`src/rtl/tx_ffe_combiner.sv`:
```
module tx_ffe_combiner #(
  parameter int TOTAL_UNITS = 48,
  parameter int PRE_MAX     = 12,
  parameter int POST_MAX    = 16,
  parameter int CNT_W       = 5,
  parameter int AMP_W       = 3,
  parameter int OUT_W       = 8
) (
  input  logic                    clk,
  input  logic                    rst_n,
  input  logic [1:0]              eq_mode,
  input  logic                    pre_sub,
  input  logic [CNT_W-1:0]        pre_units,
  input  logic                    post_sub,
  input  logic [CNT_W-1:0]        post_units,
  input  logic [AMP_W-1:0]        amp_code,
  input  logic                    in_valid,
  input  logic                    in_bit,
  output logic                    out_valid,
  output logic signed [OUT_W-1:0] drive_out
);

  localparam int UW    = $clog2(TOTAL_UNITS + 1);
  localparam int SCALE = 1 << AMP_W;
  localparam int PW    = $clog2(TOTAL_UNITS * SCALE + 1) + 1;

  logic [UW-1:0]    pre_lim, post_lim;
  logic [UW-1:0]    pre_q, post_q, main_q;
  logic             pre_sub_q, post_sub_q;
  logic [AMP_W-1:0] amp_q;
  logic             cur_vld, cur_bit, prv_vld, prv_bit;
  logic             idle;
  logic signed [PW-1:0] t_main, t_pre, t_post, sum, gain, prod, mag, shrunk;

  function automatic logic signed [PW-1:0] signed_w(input logic pos, input logic [UW-1:0] w);
    logic signed [PW-1:0] v;
    v = $signed(PW'(w));
    return pos ? v : -v;
  endfunction

  assign idle = !in_valid && !cur_vld;

  assign pre_lim  = !eq_mode[1] ? '0 :
                    (int'(pre_units) > PRE_MAX) ? UW'(PRE_MAX) : UW'(pre_units);
  assign post_lim = (eq_mode == 2'b00) ? '0 :
                    (int'(post_units) > POST_MAX) ? UW'(POST_MAX) : UW'(post_units);

  assign t_main = signed_w(cur_bit, main_q);
  assign t_pre  = in_valid ? signed_w(in_bit ^ pre_sub_q, pre_q) : '0;
  assign t_post = prv_vld ? signed_w(prv_bit ^ post_sub_q, post_q) : '0;
  assign sum    = t_main + t_pre + t_post;

  assign gain   = $signed(PW'(SCALE - int'(amp_q)));
  assign prod   = sum * gain;
  assign mag    = prod[PW-1] ? -prod : prod;
  assign shrunk = prod[PW-1] ? -(mag >>> AMP_W) : (mag >>> AMP_W);

  always_ff @(posedge clk or negedge rst_n) begin
    if (!rst_n) begin
      pre_q      <= '0;
      post_q     <= '0;
      main_q     <= UW'(TOTAL_UNITS);
      pre_sub_q  <= 1'b0;
      post_sub_q <= 1'b0;
      amp_q      <= '0;
      cur_vld    <= 1'b0;
      cur_bit    <= 1'b0;
      prv_vld    <= 1'b0;
      prv_bit    <= 1'b0;
      out_valid  <= 1'b0;
      drive_out  <= '0;
    end else begin
      if (idle) begin
        pre_q      <= pre_lim;
        post_q     <= post_lim;
        main_q     <= UW'(TOTAL_UNITS) - pre_lim - post_lim;
        pre_sub_q  <= pre_sub;
        post_sub_q <= post_sub;
        amp_q      <= amp_code;
      end
      prv_vld   <= cur_vld;
      prv_bit   <= cur_bit;
      cur_vld   <= in_valid;
      cur_bit   <= in_bit;
      out_valid <= cur_vld;
      drive_out <= cur_vld ? shrunk[OUT_W-1:0] : '0;
    end
  end

  p_latency_r7: assert property (@(posedge clk) disable iff (!rst_n)
    out_valid |-> $past(in_valid, 2));

  p_quiet_r7: assert property (@(posedge clk) disable iff (!rst_n)
    !out_valid |-> (drive_out == 0));

  p_pool_r1: assert property (@(posedge clk) disable iff (!rst_n)
    (int'(pre_q) <= PRE_MAX) && (int'(post_q) <= POST_MAX));

  p_swing_r1: assert property (@(posedge clk) disable iff (!rst_n)
    out_valid |-> ((drive_out <= TOTAL_UNITS) && (drive_out >= -TOTAL_UNITS)));

  p_hold_r9: assert property (@(posedge clk) disable iff (!rst_n)
    in_valid |=> $stable({pre_q, post_q, main_q, pre_sub_q, post_sub_q, amp_q}));

  p_full_r2: assert property (@(posedge clk) disable iff (!rst_n)
    (out_valid && (int'($past(main_q)) == TOTAL_UNITS) && ($past(amp_q) == 0))
      |-> ((drive_out == TOTAL_UNITS) || (drive_out == -TOTAL_UNITS)));

endmodule

```
`config.mk`:
```
export PLATFORM = sky130hd
export DESIGN_NAME = tx_ffe_combiner
export DESIGN_NICKNAME = d
export VERILOG_FILES = /design/src/rtl/tx_ffe_combiner.sv
export SDC_FILE = /design/constraint.sdc
export NUM_CORES = 1
export LEC_CHECK = 0
export BUFFER_PORTS_ARGS = -buffer_cell sky130_fd_sc_hd__clkbuf_2
export CORE_UTILIZATION = 61
export CTS_CLUSTER_SIZE = 30
export DETAILED_ROUTE_END_ITERATION = 6
export PLACE_DENSITY = 0.91
export SETUP_SLACK_MARGIN = 0.15
export SLEW_MARGIN = 0
export SYNTH_ARGS = -nofsm -noshare
export SYNTH_HDL_FRONTEND = slang
export SYNTH_SLANG_ARGS = --single-unit
```
`constraint.sdc`:
```
create_clock -name clk -period 10.35 [get_ports clk]
set_clock_uncertainty 0.15 [all_clocks]
set_input_delay 2.07 -clock clk [delete_from_list [all_inputs] [get_ports clk]]
set_output_delay 2.07 -clock clk [all_outputs]
set_load 0.02 [all_outputs]
```
==> run metrics <==
final slew viol count=0; Area Growth Syn to Fin=7.82%; critical path class=in2reg; drt drc=0; layer with the highest usage=met2; clock latency on the worst-skew pair=0.30 ns; Initial Utilization=64.5%; Setup violations, final=0; chip height=81.8 µm; DIE AREA=about 0.0067 mm²; cts hold-fix bufs=0; met3 Track Usage GR=4.56%; Worst Path Arrival=9.77 ns; hpwl dp=6990 µm; fin crit period=9.69 ns; synthesized area=0.00389 mm²; number of synthesized flops with an enable pin=0; boundary pin count=30; GR Util met2=51.6%; DR pass1 iterations=4; R2R Path Start=pre_q[1]; Mean Syn Cell Area=8.79 µm²; status=finished clean; clk slew on worst S/H paths=around 0.08 ns; Synthesized Nets=roughly 530; total clock sinks=33; slew at the pin with the worst max-slew slack=0.833 ns; via count=3334; met1 track demand over resource=30.9%; final hold vios=0; synth warn=0; synthesized flop and latch total=33; GPL Wtd Cong=0.871; Final #Nets=554; DRT iter0 DRCs=345; Hold Path Class=reg2reg; layout cells sized above 1=between 10% and 20%; grt total ovfl=0; Fin Setup TNS=0 ns; max_cap viols=0; Final period util=93.6%; pre-CTS WS=between 0.3 and 0.4 ns; RSZ-0062 raised after global routing=no; Via-to-Cell Ratio=6.12; setup ws final=0.657 ns; crit path launch=in_bit; crit end category=register; CTS Buf Count=5; num rows=28; Netlist cell types=between 60 and 70; Top FF cell, synth=dfrtp_1; Worst Min Path Start=cur_vld; Max stage delay on crit path=0.56 ns; Port Buf Inserts=29; wire length per cell=16.8 µm; CTS max path bufs=2; CTS tree=done; initial antenna violation count=0; post-synthesis sequential area ratio=21.3%; root buf cell=clkbuf_8; DRT antenna net count=0; Tot GR Track Use=around 28%; largest net degree at the start of global routing=34; CP required=between 10 and 15 ns; relative max-transition margin=44.5%; core area=0.00603 mm²; post-detailed-routing wire length=9140 µm; CP Launch Type=input pin; die width=81.8 µm; ys async rst share=100%; global-route wire length before repair=approximately 14000 µm; CP most frequent cell=nor2_1; CP max-delay cell=fa_1; Max Freq=a little over 0.1 GHz; post-synthesis cell count=442; CTS H-tree lvls=2; Worst Path Max Fanout=8; number of global-route vias before repair=3283; n_diodes=0
==> synth_stat cells (2+ instances only) <==
cell      instances  area share [%]
nor3_1           12             1.5
xor2_1           11             2.5
clkbuf_1          8            0.77
nor3b_1           5            0.97
nand3_1           3            0.39
dfrtp_1          31              20
a21oi_1          18             2.3
and3_1            5            0.80
or4_1             3            0.58
o31ai_1           2            0.39
a211o_1           2            0.45
dfstp_2           2             1.4
nand4_1           3            0.48
nor2b_1           5            0.80
nand2_1          39             3.8
or2_2             4            0.64
nand2b_1          3            0.48
ha_1             41              13
xnor2_2           4             1.7
nand3b_1          2            0.39
inv_1            62             6.0
xnor2_1          17             3.8
o21a_1            2            0.39
nor2_1           23             2.2
fa_1             23              12
a211oi_1          3            0.58
a31oi_1           3            0.48
a21o_1           12             2.3
a31o_2            2            0.45
o21ai_0          25             3.2
and2_1           20             3.2
mux2_2           12             3.5
or3_1             7             1.1
==> path summary, 6_finish.rpt <==
kind                       slack [ns]  cells after the start      endpoint
min in group asynchronous        1.70                      1  drive_out[2]
hold reg to reg                  0.29                      0       prv_vld
setup reg to reg                 1.96                     32  drive_out[4]
hold / removal                   0.29                      0       prv_vld
max in group asynchronous        7.81                      1      amp_q[2]
setup / recovery                 0.66                     31  drive_out[4]
==> critical path, delay by kind of cell <==
| family | cells | cell delay, ns |
|---|---|---|
| AND/OR/NAND/NOR | 11 | 2.08 |
| adder cells (fa/ha/maj) | 8 | 3.00 |
| AO/OA/AOI/OAI | 6 | 1.46 |
| XOR/XNOR | 2 | 0.52 |
| buffers and inverters | 3 | 0.24 |
| multiplexers | 1 | 0.39 |
==> repair_timing <==
item,CTS,global route
gates resized for setup,0,2
setup endpoints to repair,0,2
buffers inserted,0,0
==> logic make-up (layout without fill, tap and decap cells) <==
kind of cell	count (synthesis)	count (layout)	synth area share [%]
multiplexers	14	14	4.09
adder cells (fa/ha/maj)	64	64	25.0
other	1	1	0.0965
buffers and inverters	71	99	6.86
AND/OR/NAND/NOR	142	142	19.2
XOR/XNOR	34	34	9.18
AO/OA/AOI/OAI	83	83	14.2
flip-flops	33	33	21.3
==> per-stage QoR <==
| step | cell area (µm²) | hold WS (ns) | cells | util, % |
|---|---|---|---|---|
| 2_1_floorplan | 3890 | 0.202 | 442 | - |
| 3_5_place_dp | 4090 | 0.274 | 537 | 67.9 |
| 5_1_grt | 4190 | 0.313 | 545 | 69.5 |
| 6_report | 4190 | 0.288 | 545 | 69.5 |
| 3_3_place_gp | 4090 | 0.256 | 537 | 67.9 |
| 4_1_cts | 4170 | 0.288 | 545 | 69.3 |
==> placed cells by master, fill, tap and decap left out, types with 17 or more instances in the layout <==
master,count
nor2_1,23
fa_1,23
o21ai_0,25
and2_1,20
ha_1,41
dfrtp_1,31
a21oi_1,18
clkbuf_2,29
xnor2_1,17
inv_1,62
nand2_1,39
==> flip-flops by register name, indices dropped and copies added (netlist names) <==
signal,count
drive_out,8
main_q,6
post_q,5
pre_q,5
amp_q,3
cur_bit,1
cur_vld,1
post_sub_q,1
pre_sub_q,1
prv_bit,1
prv_vld,1
==> layout make-up <==
cell class	count	area, µm²
Clock inverter	2	10.0
Tap cell	75	93.8
Inverter	62	233
Sequential cell	33	828
Multi-Input combinational cell	338	2810
Fill cell	444	1840
Clock buffer	6	72.6
Timing Repair Buffer	29	145
==> per-layer routing <==
layer	share of wire, %	wire length (µm)
met4	4.0	366
met5	0	0
met2	53	4810
met1	38	3510
met3	4.9	452
Power is not shown: default switching activity piles up to over one toggle a cycle in this logic, so the estimate is an artifact.
